<file path="src/rtl/be64_split_pkg.sv">
package be64_split_pkg;
  localparam int WIDE_BYTES = 8;
  localparam int NAR_BYTES  = 4;
  localparam int BYTE_W     = 8;
  typedef enum logic [1:0] {ST_IDLE, ST_ISSUE, ST_WAIT, ST_RESP} split_state_t;
endpackage

</file>
<file path="src/rtl/lane_rev.sv">
module lane_rev #(
  parameter int LANES  = 8,
  parameter int LANE_W = 8
) (
  input  logic [LANES*LANE_W-1:0] din,
  output logic [LANES*LANE_W-1:0] dout
);
  for (genvar i = 0; i < LANES; i++) begin : g_lane
    assign dout[i*LANE_W +: LANE_W] = din[(LANES-1-i)*LANE_W +: LANE_W];
  end
endmodule

</file>
<file path="src/rtl/split_ctrl.sv">
module split_ctrl
  import be64_split_pkg::*;
#(
  parameter int WOFS_W = 5,
  localparam int WD_W  = WIDE_BYTES * BYTE_W,
  localparam int ND_W  = NAR_BYTES * BYTE_W
) (
  input  logic                  clk,
  input  logic                  rst,
  input  logic                  wide_valid,
  output logic                  wide_ready,
  input  logic                  wide_write,
  input  logic [WOFS_W-1:0]     wide_ofs,
  input  logic [WD_W-1:0]       rev_wdata,
  input  logic [WIDE_BYTES-1:0] rev_mask,
  output logic                  rsp_valid,
  input  logic                  rsp_ready,
  output logic [WD_W-1:0]       acc_data,
  output logic                  nar_valid,
  input  logic                  nar_ready,
  output logic                  nar_write,
  output logic [WOFS_W:0]       nar_ofs,
  output logic [ND_W-1:0]       nar_wdata,
  output logic [NAR_BYTES-1:0]  nar_mask,
  input  logic                  nar_rsp_valid,
  input  logic [ND_W-1:0]       nar_rdata
);
  split_state_t             state;
  logic                     hi_sel;
  logic                     write_q;
  logic [WOFS_W-1:0]        ofs_q;
  logic [WD_W-1:0]          data_q;
  logic [WIDE_BYTES-1:0]    mask_q;
  logic                     lo_any_in, hi_any_in, hi_any_q;

  assign lo_any_in = |rev_mask[NAR_BYTES-1:0];
  assign hi_any_in = |rev_mask[WIDE_BYTES-1:NAR_BYTES];
  assign hi_any_q  = |mask_q[WIDE_BYTES-1:NAR_BYTES];

  assign wide_ready = (state == ST_IDLE);
  assign rsp_valid  = (state == ST_RESP);
  assign nar_valid  = (state == ST_ISSUE);
  assign nar_write  = write_q;
  assign nar_ofs    = {ofs_q, hi_sel};
  assign nar_wdata  = hi_sel ? data_q[WD_W-1:ND_W] : data_q[ND_W-1:0];
  assign nar_mask   = hi_sel ? mask_q[WIDE_BYTES-1:NAR_BYTES] : mask_q[NAR_BYTES-1:0];

  always_ff @(posedge clk) begin
    if (rst) begin
      state    <= ST_IDLE;
      hi_sel   <= 1'b0;
      write_q  <= 1'b0;
      ofs_q    <= '0;
      data_q   <= '0;
      mask_q   <= '0;
      acc_data <= '0;
    end else begin
      unique case (state)
        ST_IDLE: if (wide_valid) begin
          write_q  <= wide_write;
          ofs_q    <= wide_ofs;
          data_q   <= rev_wdata;
          mask_q   <= rev_mask;
          acc_data <= '0;
          hi_sel   <= ~lo_any_in;
          state    <= (lo_any_in || hi_any_in) ? ST_ISSUE : ST_RESP;
        end
        ST_ISSUE: if (nar_ready) state <= ST_WAIT;
        ST_WAIT: if (nar_rsp_valid) begin
          if (hi_sel) acc_data[WD_W-1:ND_W] <= nar_rdata;
          else        acc_data[ND_W-1:0]    <= nar_rdata;
          if (!hi_sel && hi_any_q) begin
            hi_sel <= 1'b1;
            state  <= ST_ISSUE;
          end else begin
            state  <= ST_RESP;
          end
        end
        ST_RESP: if (rsp_ready) state <= ST_IDLE;
        default: state <= ST_IDLE;
      endcase
    end
  end
endmodule

</file>
<file path="src/rtl/be64_splitter.sv">
module be64_splitter
  import be64_split_pkg::*;
#(
  parameter int WOFS_W = 5
) (
  input  logic              clk,
  input  logic              rst,
  input  logic              wide_valid,
  output logic              wide_ready,
  input  logic              wide_write,
  input  logic [WOFS_W-1:0] wide_ofs,
  input  logic [63:0]       wide_wdata,
  input  logic [7:0]        wide_mask,
  output logic              wide_rsp_valid,
  input  logic              wide_rsp_ready,
  output logic [63:0]       wide_rdata,
  output logic              nar_valid,
  input  logic              nar_ready,
  output logic              nar_write,
  output logic [WOFS_W:0]   nar_ofs,
  output logic [31:0]       nar_wdata,
  output logic [3:0]        nar_mask,
  input  logic              nar_rsp_valid,
  input  logic [31:0]       nar_rdata
);
  logic [63:0] rev_wdata, acc_data;
  logic [7:0]  rev_mask;

  lane_rev #(.LANES(WIDE_BYTES), .LANE_W(BYTE_W)) u_rev_wdata (.din(wide_wdata), .dout(rev_wdata));
  lane_rev #(.LANES(WIDE_BYTES), .LANE_W(1))      u_rev_mask  (.din(wide_mask),  .dout(rev_mask));
  lane_rev #(.LANES(WIDE_BYTES), .LANE_W(BYTE_W)) u_rev_rdata (.din(acc_data),   .dout(wide_rdata));

  split_ctrl #(.WOFS_W(WOFS_W)) u_ctrl (
    .clk(clk), .rst(rst),
    .wide_valid(wide_valid), .wide_ready(wide_ready), .wide_write(wide_write),
    .wide_ofs(wide_ofs), .rev_wdata(rev_wdata), .rev_mask(rev_mask),
    .rsp_valid(wide_rsp_valid), .rsp_ready(wide_rsp_ready), .acc_data(acc_data),
    .nar_valid(nar_valid), .nar_ready(nar_ready), .nar_write(nar_write),
    .nar_ofs(nar_ofs), .nar_wdata(nar_wdata), .nar_mask(nar_mask),
    .nar_rsp_valid(nar_rsp_valid), .nar_rdata(nar_rdata)
  );
endmodule

</file>
<file path="config.mk">
export PLATFORM = sky130hd
export DESIGN_NAME = be64_splitter
export DESIGN_NICKNAME = d
export VERILOG_FILES = /design/src/rtl/be64_split_pkg.sv /design/src/rtl/lane_rev.sv /design/src/rtl/split_ctrl.sv /design/src/rtl/be64_splitter.sv
export SDC_FILE = /design/constraint.sdc
export NUM_CORES = 1
export LEC_CHECK = 0
export BUFFER_PORTS_ARGS = -buffer_cell sky130_fd_sc_hd__clkbuf_2
export CAP_MARGIN = 20
export CORE_MARGIN = 2
export CORE_UTILIZATION = 44
export DETAILED_ROUTE_END_ITERATION = 12
export GPL_ROUTABILITY_DRIVEN = 0
export HOLD_SLACK_MARGIN = 0.1
export MAX_ROUTING_LAYER = met4
export PLACE_DENSITY = 0.76
export RECOVER_POWER = 25
export SYNTH_ARGS = -nofsm -noshare
export SYNTH_HDL_FRONTEND = slang
export SYNTH_SLANG_ARGS = --single-unit
</file>
<file path="constraint.sdc">
create_clock -name clk -period 1.35 [get_ports clk]
set_input_delay 0.0675 -clock clk [delete_from_list [all_inputs] [get_ports clk]]
set_output_delay 0.0675 -clock clk [all_outputs]
set_load 0.005 [all_outputs]
</file>
## After elaboration in Yosys (flattened, before gate mapping)

Index checks and enable logic that the tools add are counted.

| storage, ports and cells | value |
|---|---|
| register bits | 145 |
| output and inout bits | 110 |
| logic and storage cells | 50 |

| cells by class | value |
|---|---|
| equal/unequal tests | 10 |
| mux-type cells | 18 |
| bitwise logic cells | 1 |
| reductions and logical operators | 13 |

Operators with widths:

| cell | number |
|---|---|
| $mux 64 | 2 |
| $pmux 64 s2 | 1 |
| $mux 32 | 3 |
| $reduce_and 4->1 | 4 |
| $mux 2 | 6 |
| $reduce_or 4->1 | 3 |
| $ne 2x1->1 const B | 4 |
| $pmux 2 s4 | 1 |
| $ne 2x2->1 const B | 3 |
| $eq 2x2->1 const B | 2 |
| $mux 4 | 1 |
| $mux 1 | 3 |
| $eq 2x1->1 const B | 1 |
| $logic_not 2->1 | 1 |
| $pmux 1 s2 | 1 |
| $reduce_and 2->1 | 1 |
| $reduce_bool 2->1 | 1 |
| $logic_and 1x1->1 | 1 |
| $logic_not 1->1 | 1 |
| $logic_or 1x1->1 | 1 |
| $not 1->1 | 1 |

## Depth between registers and ports, before layout

| depth | value |
|---|---|
| depth in word-level cells | 5 |
| mapped depth | 6 |

## By module

A second synthesis with hierarchy kept.

| second synthesis, totals | value |
|---|---|
| cells, all modules | 790 |
| area total of the unflattened synthesis | 6911.6 um2 |

By module, submodules not included:

| module | instances | cells an instance | area each (um2) | sequential area each (um2) |
|---|---|---|---|---|
| split_ctrl | 1 | 654 | 5890.6 | 2902.8 |
| lane_rev (u_rev_rdata ...) | 2 | 64 | 480.5 | 0.0 |
| lane_rev (u_rev_mask) | 1 | 8 | 60.1 | 0.0 |

## Worst setup path before layout

OpenSTA, ideal clock, no wires.

| path | value |
|---|---|
| path kind | flip-flop to flip-flop |
| start | register u_ctrl.state[0] |
| end | register u_ctrl.hi_sel |
| library setup time | 134 ps |
| arrival time | 1269 ps |
| required time | 1216 ps |
| path slack | -52 ps |
| stages on the path, launching flop included | 7 |
| buffers on the path | 3 |
| period minus slack after synthesis | 1402 ps |
| cells stage by stage | dfxtp_1 > buf_6 > or3b_2 > buf_6 > buf_6 > nor2_1 > a211oi_1 |

| on the way | value |
|---|---|
| longest elaborated chain between the ends | 3 |
| elaborated cells on any way between the ends | 8 |
| those cells by class | eq/ne (4); mux (1); reduce/logical (3) |

RTL lines:

| what | line | RTL |
|---|---|---|
| start: declaration | split_ctrl.sv:28 | `split_state_t state;` |
| start signal: assignment | split_ctrl.sv:66 | `state <= (lo_any_in \|\| hi_any_in) ? ST_ISSUE : ST_RESP;` |
| $eq 2x2->1 / $logic_not 2->1 (equally long branches) | split_ctrl.sv:58 | `unique case (state)` |
| $ne 2x1->1 (no source line), or another cell as far along | n/a |  |
| $reduce_and 4->1 (no source line) | n/a |  |
| end signal: assignment | split_ctrl.sv:65 | `hi_sel <= ~lo_any_in;` |
| end: declaration | split_ctrl.sv:29 | `logic hi_sel;` |

Parallel ways exist; a longest one is shown, timed or not.
A chain may end at the register's enable or synchronous reset.

## Worst setup path after layout

| path | value |
|---|---|
| start | register u_ctrl.hi_sel |
| end | output nar_wdata[23] |

| on the way | value |
|---|---|
| longest elaborated chain between the ends | 1 |

RTL lines:

| what | line | RTL |
|---|---|---|
| $mux 32 | split_ctrl.sv:45 | `assign nar_wdata = hi_sel ? data_q[WD_W-1:ND_W] : data_q[ND_W-1:0];` |
| end: declaration | be64_splitter.sv:21 | `output logic [31:0] nar_wdata,` |

No other way between the ends.

==> impl_metrics.csv <==
group,metric,value,unit
clock_network,worstSkewPairLatency,0.43,ns
die,coreArea,13300,um2
global_routing,grt_pass1_vias,6092,
min_path,hold_class,"primary input to flop",
final_layout,drive_above_1_share,0.511,
timing,worst_slew_pin_slew,0.546,ns
clock_network,path_clk_slew,0.06,ns
route,drc,0,
clock_network,tritoncts,"built",
pwr,cellLeakagePower,4.94,nW
global_routing,grt-ovfl-total,0,
status,violations,"setup timing",
setup_path,rrSetupSlack,-0.16,ns
timing,setup_viol,141,
timing,max_freq,0.637,GHz
setup_path,worst_path_dominant_cell_family,"flip-flops",
min_path,min_to,"u_ctrl.data_q[56]",
global_routing,grt_pass1_wl,28700,um
die,dieArea,14600,um2
final_layout,nNetsFinal,1137,
timing,final.period_utilization,1.16,
global_routing,grt_max_degree,79,
setup_path,reg2reg_depth,7,
global_routing,grt_use_total,0.255,
min_path,hold_depth,3,
logic_synthesis,syn_area,6020,um2
route,drt-total-wl,24100,um
clock_network,clockBufferDepth,2,
timing,worst_slack,-0.221,ns
setup_path,rr_endpoint,"u_ctrl.data_q[1]",
setup_path,cp-start-kind,"flop",
placed_design,port-buffer-count,225,
route,vias_per_cell,5.37,
route,antenna_left,0,
logic_synthesis,synth_top_area_share,0.482,
job,maxCapViolations,0,
pwr,powerDensity,1210,nW/um2
logic_synthesis,syn_inst,658,
status,status,"finished, violations left",
logic_synthesis,syn_avg_cell_area,9.14,um2
logic_synthesis,syn-num-nets,774,
die,rows,42,
die,ioPinCount,226,
pwr,ir_drop,0.000969,V
logic_synthesis,ys_seq_area_frac,0.482,
route,num_vias,6510,
clock_network,ctsRootBufferMaster,"clkbuf_16",
die,start_util,0.453,
logic_synthesis,ys_warn_count,0,
clock_network,htreeDepth,4,
setup_path,critPathSlowestCell,"dfxtp_4",
min_path,hp-start,"rst",
route,first_pass_iters,5,
clock_network,clock_sinks,145,
setup_path,worstSetupPathType,"flop to primary output",
setup_path,critPathMaxFanout,18,
die,die_h,121,um
logic_synthesis,synth.area.top_cells,"dfxtp_1, nand2_1, mux2i_1",
setup_path,cp_cell_sequence,"buf_12, mux2_2, clkbuf_2",
setup_path,cp_num_buf_inv,2,
route,wire_per_inst,19.9,um
global_routing,antenna_found_initial,0,
setup_path,cp.required,1.28,ns
placed_design,hpwl,10500,um
timing,hold_ws,0.169,ns
logic_synthesis,synth.distinct_cells,28,
pwr,finalPower,13.0,mW
final_layout,area_growth,78.1,%
clock_network,numCtsBuffers,17,
setup_path,slowest_delay,0.42,ns
timing,period_minus_slack,1.57,ns
route,drt_iter0_markers,345,
setup_path,r2r_start,"u_ctrl.state[0]",
timing,finalHoldViolations,0,
timing,clock_skew,0.0196,ns
timing,slew_headroom,0.633,
setup_path,end_kind,"primary output",
setup_path,arrival,1.50,ns
timing,rsz0062_at_grt,"yes",
die,dieWidth,121,um
logic_synthesis,ys_ff_latch,145,
logic_synthesis,yosysTopAreaCell,"dfxtp_1",
timing,slew_violations,0,
[state kept, by name, summed over array words and instances (netlist names)]
name / count
u_ctrl.data_q: 64
u_ctrl.nar_write: 1
u_ctrl.ofs_q: 5
u_ctrl.acc_data: 64
u_ctrl.mask_q: 8
u_ctrl.state: 2
u_ctrl.hi_sel: 1
[stage by stage]
stage / util / worst slack [ns] / cell area, um2 / std cells / TNS, ns
after detailed placement: 0.558 / -0.0687 / 7420 / 1034 / -1.40
after global routing: 0.806 / -0.267 / 10700 / 1210 / -16.33
final: 0.806 / -0.221 / 10700 / 1212 / -10.93
after floorplan: - / 0.0347 / 6020 / 658 / 0
after CTS: 0.703 / -0.228 / 9350 / 1185 / -7.69
after global placement: 0.558 / 0.0171 / 7420 / 1034 / 0
[synthesized netlist by cell type]
| library cell | number |
|---|---|
| nand2_1 | 184 |
| dfxtp_1 | 145 |
| a21oi_1 | 79 |
| mux2i_1 | 65 |
| nand2b_1 | 65 |
| mux2_2 | 37 |
| clkbuf_1 | 21 |
| buf_6 | 12 |
| buf_4 | 10 |
| buf_2 | 8 |
| nand2_2 | 6 |
| nor2_1 | 4 |
| nor4_1 | 4 |
| a21o_1 | 2 |
| nand3_1 | 2 |
| nor3b_4 | 2 |
| a211o_1 | 1 |
| a211oi_1 | 1 |
| a21oi_2 | 1 |
| and2_1 | 1 |
| buf_1 | 1 |
| nand3b_1 | 1 |
| nor2b_1 | 1 |
| nor4b_1 | 1 |
| o211ai_1 | 1 |
| o21ai_0 | 1 |
| or3_1 | 1 |
| or3b_2 | 1 |
[report_power, final]
part / total (mW) / switching (mW) / leakage [nW] / internal (mW)
combinational: 3.35 / 1.58 / 3.47 / 1.77
clock: 4.87 / 1.90 / 0.287 / 2.97
sequential: 4.78 / 0.240 / 1.18 / 4.54
[how the worst max path moves through the flow]
stage                                from                   to  depth (start not counted)
final                       u_ctrl.hi_sel        nar_wdata[23]                          3
after floorplan           u_ctrl.state[0]        u_ctrl.hi_sel                          6
after detailed placement  u_ctrl.state[1]   u_ctrl.acc_data[5]                          4
after CTS                   u_ctrl.hi_sel        nar_wdata[24]                          3
after global placement    u_ctrl.state[0]  u_ctrl.acc_data[60]                          5
after global routing        u_ctrl.hi_sel        nar_wdata[23]                          3
[routing by layer]
layer | share of wire | track usage | vias to the layer above
met5 | 0 | - | -
li1 | - | - | 2907
met4 | 0.065 | 0.0981 | 0
met2 | 0.51 | 0.450 | 381
met3 | 0.065 | 0.0663 | 143
met1 | 0.36 | 0.274 | 3079
[kinds of logic after synthesis]
kind of cell,count (synthesis),synth area share
simple gates,273,0.210
flops,145,0.482
mux,102,0.177
compound gates,86,0.0744
buf+inv,52,0.0553
[cell type report]
class	instances	area, um2
multi-input combinational	463	3760
timing repair buffer	394	3220
sequential	145	2910
fill	738	2580
clock buffer	20	447
tap	176	220
clock inverter	12	158
antenna	2	5.00
[cell usage in the layout, fill, tap and decap left out, drive strengths merged]
cell type | synthesis | final
a21oi | 80 | 80
dfxtp | 145 | 145
o21ai | 1 | 1
nor4b | 1 | 1
buf | 31 | 43
or3b | 1 | 3
or3 | 1 | 1
clkbuf | 21 | 257
clkinvlp | 0 | 3
nor2b | 1 | 1
nand2b | 65 | 65
nand3b | 1 | 1
inv | 0 | 2
nor2 | 4 | 4
mux2 | 37 | 37
mux2i | 65 | 65
and2 | 1 | 1
clkinv | 0 | 4
nand2 | 190 | 190
o211ai | 1 | 1
bufinv | 0 | 3
dlygate4sd3 | 0 | 114
a21o | 2 | 2
nor3b | 2 | 2
a211o | 1 | 1
a211oi | 1 | 1
nor4 | 4 | 4
diode | 0 | 2
nand3 | 2 | 2
[worst register-to-register path, stage by stage (launching register included)]
cell and delay, ns:
dfxtp_4 0.36, buf_8 0.13, nor3b_4 0.18, buf_6 0.16, buf_12 0.17, clkbuf_16 0.19, nand2_2 0.08, a21oi_2 0.19
[timing repair]
item,in CTS,in global routing
setup buffers,4,6
resized for setup,35,261
hold endpoints to repair,145,0
hold buffers,114,0
pin swaps,1,138
endpoints found under the setup margin,151,163
gates cloned,1,19
Note: power is estimated with default switching activity, not from simulation.
